==> src/rtl/rcu_dispatch_pkg.sv <==
package rcu_dispatch_pkg;

  typedef enum logic [1:0] {
    K_CORE = 2'd0,
    K_PSET = 2'd1,
    K_CSET = 2'd2,
    K_EXEC = 2'd3
  } kind_e;

  typedef enum logic [1:0] {
    S_IDLE = 2'd0,
    S_REQ  = 2'd1,
    S_RSP  = 2'd2,
    S_PUSH = 2'd3
  } seq_e;

endpackage

==> src/rtl/rcu_predecode.sv <==
module rcu_predecode
  import rcu_dispatch_pkg::*;
#(
  parameter int unsigned IW      = 32,
  parameter int unsigned OPW     = 6,
  parameter logic [5:0]  OP_PSET = 6'h3C,
  parameter logic [5:0]  OP_CSET = 6'h3D,
  parameter logic [5:0]  OP_EXEC = 6'h3E
) (
  input  logic [IW-1:0]     word_i,
  output kind_e             kind_o,
  output logic [IW-OPW-1:0] addr_o
);
  localparam int unsigned AW = IW - OPW;

  logic [OPW-1:0] major;

  assign major  = word_i[IW-1:AW];
  assign addr_o = word_i[AW-1:0];

  always_comb begin
    if (major == OPW'(OP_PSET))      kind_o = K_PSET;
    else if (major == OPW'(OP_CSET)) kind_o = K_CSET;
    else if (major == OPW'(OP_EXEC)) kind_o = K_EXEC;
    else                             kind_o = K_CORE;
  end
endmodule

==> src/rtl/rcu_phase_guard.sv <==
module rcu_phase_guard (
  input  logic clk_i,
  input  logic rst_ni,
  input  logic cset_acc_i,
  input  logic exec_acc_i,
  output logic exec_ok_o,
  output logic err_o
);
  logic cset_seen_q, cset_seen_d, cset_en;
  logic err_q, err_d, err_en;

  always_comb begin
    cset_en     = cset_acc_i;
    cset_seen_d = 1'b1;
    err_en      = exec_acc_i && !cset_seen_q;
    err_d       = 1'b1;
  end

  always_ff @(posedge clk_i or negedge rst_ni) begin
    if (!rst_ni) begin
      cset_seen_q <= 1'b0;
      err_q       <= 1'b0;
    end else begin
      if (cset_en) cset_seen_q <= cset_seen_d;
      if (err_en)  err_q       <= err_d;
    end
  end

  assign exec_ok_o = cset_seen_q;
  assign err_o     = err_q;

  // the error flag never clears without reset
  a_r8_err_sticky: assert property (@(posedge clk_i) disable iff (!rst_ni)
    err_o |=> err_o);

  // permission to execute, once granted, stays
  a_r10_permit_sticky: assert property (@(posedge clk_i) disable iff (!rst_ni)
    exec_ok_o |=> exec_ok_o);
endmodule

==> src/rtl/rcu_ucode_seq.sv <==
module rcu_ucode_seq
  import rcu_dispatch_pkg::*;
#(
  parameter int unsigned IW = 32,
  parameter int unsigned AW = 26
) (
  input  logic          clk_i,
  input  logic          rst_ni,
  input  logic          start_i,
  input  logic          tgt_exe_i,
  input  logic [AW-1:0] addr_i,
  output logic          idle_o,
  output logic          mem_req_valid_o,
  output logic [AW-1:0] mem_addr_o,
  input  logic          mem_req_ready_i,
  input  logic          mem_rsp_valid_i,
  input  logic [IW-1:0] mem_rsp_data_i,
  output logic          mem_rsp_ready_o,
  output logic          cfg_valid_o,
  output logic [IW-1:0] cfg_word_o,
  input  logic          cfg_ready_i,
  output logic          exe_valid_o,
  output logic [IW-1:0] exe_word_o,
  input  logic          exe_ready_i
);
  localparam int unsigned END_BIT = IW - 1;

  seq_e          state_q, state_d;
  logic [AW-1:0] ptr_q, ptr_d;
  logic          ptr_en;
  logic [IW-1:0] word_q;
  logic          word_en;
  logic          tgt_q, tgt_en;
  logic          out_ready;
  logic          last_push;

  assign out_ready = tgt_q ? exe_ready_i : cfg_ready_i;
  assign last_push = (state_q == S_PUSH) && out_ready && word_q[END_BIT];

  always_comb begin
    state_d = state_q;
    ptr_d   = ptr_q;
    ptr_en  = 1'b0;
    word_en = 1'b0;
    tgt_en  = 1'b0;
    unique case (state_q)
      S_IDLE: if (start_i) begin
        state_d = S_REQ;
        ptr_d   = addr_i;
        ptr_en  = 1'b1;
        tgt_en  = 1'b1;
      end
      S_REQ:  if (mem_req_ready_i) state_d = S_RSP;
      S_RSP:  if (mem_rsp_valid_i) begin
        word_en = 1'b1;
        state_d = S_PUSH;
      end
      S_PUSH: if (out_ready) begin
        if (word_q[END_BIT]) begin
          state_d = S_IDLE;
        end else begin
          state_d = S_REQ;
          ptr_d   = ptr_q + AW'(1);
          ptr_en  = 1'b1;
        end
      end
      default: state_d = S_IDLE;
    endcase
  end

  always_ff @(posedge clk_i or negedge rst_ni) begin
    if (!rst_ni) begin
      state_q <= S_IDLE;
      ptr_q   <= '0;
      word_q  <= '0;
      tgt_q   <= 1'b0;
    end else begin
      state_q <= state_d;
      if (ptr_en)  ptr_q  <= ptr_d;
      if (word_en) word_q <= mem_rsp_data_i;
      if (tgt_en)  tgt_q  <= tgt_exe_i;
    end
  end

  assign idle_o          = (state_q == S_IDLE);
  assign mem_req_valid_o = (state_q == S_REQ);
  assign mem_addr_o      = ptr_q;
  assign mem_rsp_ready_o = (state_q == S_RSP);
  assign cfg_valid_o     = (state_q == S_PUSH) && !tgt_q;
  assign exe_valid_o     = (state_q == S_PUSH) && tgt_q;
  assign cfg_word_o      = word_q;
  assign exe_word_o      = word_q;

  // stalled configuration word is held
  a_r9_cfg_hold: assert property (@(posedge clk_i) disable iff (!rst_ni)
    cfg_valid_o && !cfg_ready_i |=> cfg_valid_o && $stable(cfg_word_o));

  // stalled execution word is held
  a_r9_exe_hold: assert property (@(posedge clk_i) disable iff (!rst_ni)
    exe_valid_o && !exe_ready_i |=> exe_valid_o && $stable(exe_word_o));

  // stalled memory request keeps its address
  a_r4_addr_hold: assert property (@(posedge clk_i) disable iff (!rst_ni)
    mem_req_valid_o && !mem_req_ready_i |=> mem_req_valid_o && $stable(mem_addr_o));

  // delivering the flagged word ends the sequence
  a_r6_end_idle: assert property (@(posedge clk_i) disable iff (!rst_ni)
    last_push |=> idle_o && !mem_req_valid_o);
endmodule

==> src/rtl/rcu_dispatch.sv <==
module rcu_dispatch
  import rcu_dispatch_pkg::*;
#(
  parameter int unsigned IW      = 32,
  parameter int unsigned OPW     = 6,
  parameter logic [5:0]  OP_PSET = 6'h3C,
  parameter logic [5:0]  OP_CSET = 6'h3D,
  parameter logic [5:0]  OP_EXEC = 6'h3E,
  localparam int unsigned AW     = IW - OPW
) (
  input  logic          clk_i,
  input  logic          rst_ni,
  input  logic          fetch_valid_i,
  input  logic [IW-1:0] fetch_word_i,
  output logic          fetch_ready_o,
  output logic          core_valid_o,
  output logic [IW-1:0] core_word_o,
  input  logic          core_ready_i,
  output logic          mem_req_valid_o,
  output logic [AW-1:0] mem_addr_o,
  input  logic          mem_req_ready_i,
  input  logic          mem_rsp_valid_i,
  input  logic [IW-1:0] mem_rsp_data_i,
  output logic          mem_rsp_ready_o,
  output logic          cfg_valid_o,
  output logic [IW-1:0] cfg_word_o,
  input  logic          cfg_ready_i,
  output logic          exe_valid_o,
  output logic [IW-1:0] exe_word_o,
  input  logic          exe_ready_i,
  output logic          err_o
);
  kind_e         kind;
  logic [AW-1:0] uc_addr;
  logic          seq_idle;
  logic          accept;
  logic          exec_ok;
  logic          start;
  logic          cset_acc, exec_acc;

  rcu_predecode #(
    .IW(IW), .OPW(OPW), .OP_PSET(OP_PSET), .OP_CSET(OP_CSET), .OP_EXEC(OP_EXEC)
  ) u_pdec (
    .word_i (fetch_word_i),
    .kind_o (kind),
    .addr_o (uc_addr)
  );

  assign fetch_ready_o = seq_idle && ((kind != K_CORE) || core_ready_i);
  assign core_valid_o  = fetch_valid_i && seq_idle && (kind == K_CORE);
  assign core_word_o   = fetch_word_i;
  assign accept        = fetch_valid_i && fetch_ready_o;
  assign cset_acc      = accept && (kind == K_CSET);
  assign exec_acc      = accept && (kind == K_EXEC);
  assign start         = accept && ((kind == K_PSET) || (kind == K_CSET) ||
                                    ((kind == K_EXEC) && exec_ok));

  rcu_phase_guard u_guard (
    .clk_i      (clk_i),
    .rst_ni     (rst_ni),
    .cset_acc_i (cset_acc),
    .exec_acc_i (exec_acc),
    .exec_ok_o  (exec_ok),
    .err_o      (err_o)
  );

  rcu_ucode_seq #(.IW(IW), .AW(AW)) u_seq (
    .clk_i           (clk_i),
    .rst_ni          (rst_ni),
    .start_i         (start),
    .tgt_exe_i       (kind == K_EXEC),
    .addr_i          (uc_addr),
    .idle_o          (seq_idle),
    .mem_req_valid_o (mem_req_valid_o),
    .mem_addr_o      (mem_addr_o),
    .mem_req_ready_i (mem_req_ready_i),
    .mem_rsp_valid_i (mem_rsp_valid_i),
    .mem_rsp_data_i  (mem_rsp_data_i),
    .mem_rsp_ready_o (mem_rsp_ready_o),
    .cfg_valid_o     (cfg_valid_o),
    .cfg_word_o      (cfg_word_o),
    .cfg_ready_i     (cfg_ready_i),
    .exe_valid_o     (exe_valid_o),
    .exe_word_o      (exe_word_o),
    .exe_ready_i     (exe_ready_i)
  );

  // a started sequence closes the fetch port on the next cycle
  a_r7_busy_blocks_fetch: assert property (@(posedge clk_i) disable iff (!rst_ni)
    start |=> !fetch_ready_o);

  // a refused execute issues no memory request
  a_r8_no_dispatch: assert property (@(posedge clk_i) disable iff (!rst_ni)
    exec_acc && !exec_ok |=> !mem_req_valid_o && !exe_valid_o);

  // nothing reaches the core while a sequence runs
  a_r3_core_quiet: assert property (@(posedge clk_i) disable iff (!rst_ni)
    mem_req_valid_o |-> !core_valid_o);
endmodule

==> config.mk <==
export PLATFORM = sky130hd
export DESIGN_NAME = rcu_dispatch
export DESIGN_NICKNAME = d
export VERILOG_FILES = /design/src/rtl/rcu_dispatch_pkg.sv /design/src/rtl/rcu_predecode.sv /design/src/rtl/rcu_phase_guard.sv /design/src/rtl/rcu_ucode_seq.sv /design/src/rtl/rcu_dispatch.sv
export SDC_FILE = /design/constraint.sdc
export NUM_CORES = 1
export LEC_CHECK = 0
export ABC_AREA = 0
export ABC_CLOCK_PERIOD_IN_PS = 2200
export BUFFER_PORTS_ARGS = -buffer_cell sky130_fd_sc_hd__buf_2
export CAP_MARGIN = 30
export CORE_MARGIN = 3
export CORE_UTILIZATION = 40
export DETAILED_ROUTE_END_ITERATION = 10
export GPL_TIMING_DRIVEN = 0
export PLACE_DENSITY = 0.74
export SLEW_MARGIN = 20
export SYNTH_ARGS = -nofsm -noshare
export SYNTH_HDL_FRONTEND = slang
export SYNTH_HIERARCHICAL = 1
export SYNTH_SLANG_ARGS = --single-unit
==> constraint.sdc <==
create_clock -name clk_i -period 2.2 [get_ports clk_i]
set_clock_uncertainty 0.2 [all_clocks]
set_input_delay 0.22 -clock clk_i [delete_from_list [all_inputs] [get_ports clk_i]]
set_output_delay 0.22 -clock clk_i [all_outputs]
set_load 0.03 [all_outputs]
==> flow_metrics.py <==
metrics = {
    "yosys": {
        "synthesis.nets": 494,
        "synthMuxAreaShare_pct": 10.7,
        "synth_xor_area_share_pct": 0.219,
        "ys_ff_latch": 63,
        "synthAdderAreaFrac_pct": 2.82,
        "synth_warnings": 6,
        "synth-compound-area-share_pct": 13.9,
        "avgSynthCellArea_um2": 9.67,
        "synth.distinct_cells": 52,
        "yosysSeqAreaShare_pct": 39.5,
        "ys_async_sr_fraction_pct": 100,
        "syn_inst": 413,
        "synth_ff_type": "dfrtp_1",
        "synth-edff-count": 0,
        "synth-simple-area-share_pct": 13.2,
        "synth_area_mm2": 0.00400,
        "synth_top_family_by_area": "buffers and inverters",
    },
    "cts": {
        "cts_tree": "built",
        "cts_max_level": 3,
        "clk_latency_ns": 0.34,
        "cts_made_buffers": 9,
        "clock_path_buffers": 2,
        "ctsRootBufferMaster": "clkbuf_8",
        "cts_sinks": 63,
        "path_clk_slew_ns": 0.08,
    },
    "critical_path": {
        "startpoint": "u_seq/state_q[0]",
        "worstSetupEndpointType": "flop",
        "r2r_setup_slack_ns": 0.01,
        "cp.required_ns": 2.20,
        "worstPathMaxFanout": 5,
        "rr_worst_depth": 10,
        "worstPathArrival_ns": 2.19,
        "r2r-end": "u_seq/mem_addr_o[22]",
        "reg2reg_from": "u_seq/state_q[0]",
        "worst_setup_path_start_kind": "flop",
        "worst-setup-path-type": "flop to flop",
    },
    "place": {
        "place_congestion": 0.867,
        "dpl_cell_area_mm2": 0.00508,
        "io_buffers": 174,
        "dp_hpwl_um": 8510,
    },
    "route": {
        "post-route-drc-count": 0,
        "wl_per_cell_um": 15.8,
        "first_pass_iters": 5,
        "ant_nets": 0,
        "viasPerCell": 5.05,
        "drt_iter0_drc": 239,
        "wirelength_um": 12700,
        "vias": 4036,
    },
    "hold_path": {
        "hold_depth": 3,
        "hold_path_class": "primary input to flop",
        "holdCritStartpoint": "fetch_word_i[15]",
        "hold_path_end": "u_seq/mem_addr_o[15]",
    },
    "global_route": {
        "grt_pass1_vias": 4136,
        "track_usage_pct": 21.8,
        "grt_pass1_wl_um": 19900,
        "grt_max_degree": 40,
        "antenna_found_initial": 0,
        "globalRouteOverflowTotal": 0,
    },
    "floorplanning": {
        "die_area_mm2": 0.0112,
        "start_util_pct": 42.2,
        "die_w_um": 106,
        "boundaryPins": 201,
        "die_y_um": 106,
        "core_mm2": 0.00946,
        "rows": 35,
    },
    "cells_and_area": {
        "final_common_cell": "buf_2",
        "nets": 746,
        "syn_to_final_growth_pct": 51.6,
        "diodes": 0,
        "final_cell_mix": "buf_2 (177), buf_4 (108), dfrtp_1 (61), dlygate4sd3_1 (50), mux2_2 (34)",
        "utilization_pct": 64.0,
        "design_area_mm2": 0.00605,
        "drive_gt1_share_pct": 56.6,
    },
    "power_and_ir_drop": {
        "power_mw": 9.32,
        "p_leak_nw": 2.96,
        "power_density_mw_per_mm2": 1540,
        "ir_worst_vdd_mv": 0.737,
    },
    "timing": {
        "fin_crit_sh_pct": 99.4,
        "rsz0062_at_grt": "yes",
        "setup_viol": 0,
        "whs_ns": 0.0154,
        "slew_viol_final": 0,
        "hold_viol": 0,
        "worst_pin_slew_ns": 0.566,
        "period_needed_ns": 2.19,
        "max_freq_mhz": 457,
        "slew_headroom_pct": 61.2,
    },
    "job": {
        "cap_violations": 0,
    },
    "status": {
        "status": "finished clean",
    },
}
[sequential cells by signal, indices dropped and copies added (netlist names)]
register           flops
u_guard/err_o          1
u_guard/exec_ok_o      1
u_seq/cfg_word_o      32
u_seq/mem_addr_o      26
u_seq/state_q          2
u_seq/tgt_q            1
[how the worst max path moves through the flow]
stage	end	depth (start not counted)
final	u_seq/mem_addr_o[22]	10
after global routing	u_seq/mem_addr_o[22]	10
after CTS	u_seq/mem_addr_o[22]	10
after detailed placement	u_seq/mem_addr_o[22]	13
after global placement	u_seq/mem_addr_o[22]	13
after floorplan	u_seq/mem_addr_o[22]	12
[logic make-up (layout without fill, tap and decap cells)]
group / Yosys count / after routing
xor+xnor: 1 / 1
buf+inv: 115 / 372
mux: 38 / 38
compound gates: 85 / 85
fa+ha+maj: 9 / 9
flops: 63 / 63
simple gates: 102 / 102
[cell type report]
| type | instances | area (um2) |
|---|---|---|
| multi-input cells | 235 | 1770 |
| flip-flops and latches | 63 | 1580 |
| clock buffers | 10 | 138 |
| fillers | 768 | 3400 |
| well taps | 129 | 161 |
| inverters | 11 | 41.3 |
| repair buffers | 241 | 1520 |
| plain buffers | 104 | 779 |
| clock inverters | 6 | 60.1 |
[synthesized netlist by cell type, types with 2 or more instances]
cell	n	area, um2
buf_2	4	20.0
nor3_1	2	10.0
and3_1	8	50.1
mux2_2	34	383
and2_1	3	18.8
a311oi_1	2	17.5
o21ai_0	11	55.1
dfrtp_1	63	1580
a2bb2oi_1	6	52.6
nand2_1	33	124
nand4_1	7	43.8
a21o_1	2	15.0
a211oi_2	3	37.5
ha_1	9	113
o22ai_1	12	75.1
buf_4	91	683
mux2i_1	2	20.0
inv_1	10	37.5
nand3_1	16	80.1
nor3b_1	3	22.5
nor2_1	18	67.6
a21oi_1	34	170
o32ai_1	2	17.5
clkbuf_1	4	15.0
buf_1	4	15.0
o31ai_1	3	22.5
nand3_2	2	20.0
[layer usage]
metal	track usage, %	vias to the layer above	part of all wire (%)
li1	-	1871	-
met1	25.1	1924	37
met2	39.2	216	53
met3	4.13	25	8.0
met4	9.44	0	2.2
met5	0	-	0
[through the flow]
step                      TNS [ns]  worst slack (ns)  cells
after detailed placement    -10.32            -0.468    717
after global placement       -9.23            -0.399    716
final                            0            0.0121    799
after CTS                  -0.0170          -0.00951    793
after floorplan            -0.0511           -0.0331    413
after global routing        -0.305           -0.0911    799
[worst max-delay path, stage by stage (launching register included)]
cell and delay (ns):
dfrtp_2 0.43, inv_2 0.09, ha_4 0.16, nand2_4 0.06
nor3_4 0.17, mux2i_4 0.15, a211oi_4 0.28, buf_6 0.18
nor2_2 0.04, a31oi_1 0.17, o311ai_1 0.12
[power breakdown]
group          internal, mW  total (mW)  switching [mW]
clock                 0.548        1.02           0.472
combinational          2.31        5.96            3.66
sequential             1.72        2.34           0.615
total                  4.58        9.32            4.75
[repair_timing]
action / in CTS / in global routing
setup buffers: 10 / 5
hold buffers: 49 / 1
endpoints found under the setup margin: 30 / 29
gates resized for setup: 22 / 26
hold endpoints to repair: 111 / 1
pin swaps: 6 / 7
cloned: 1 / 0
(Power assumes the default switching activity.)
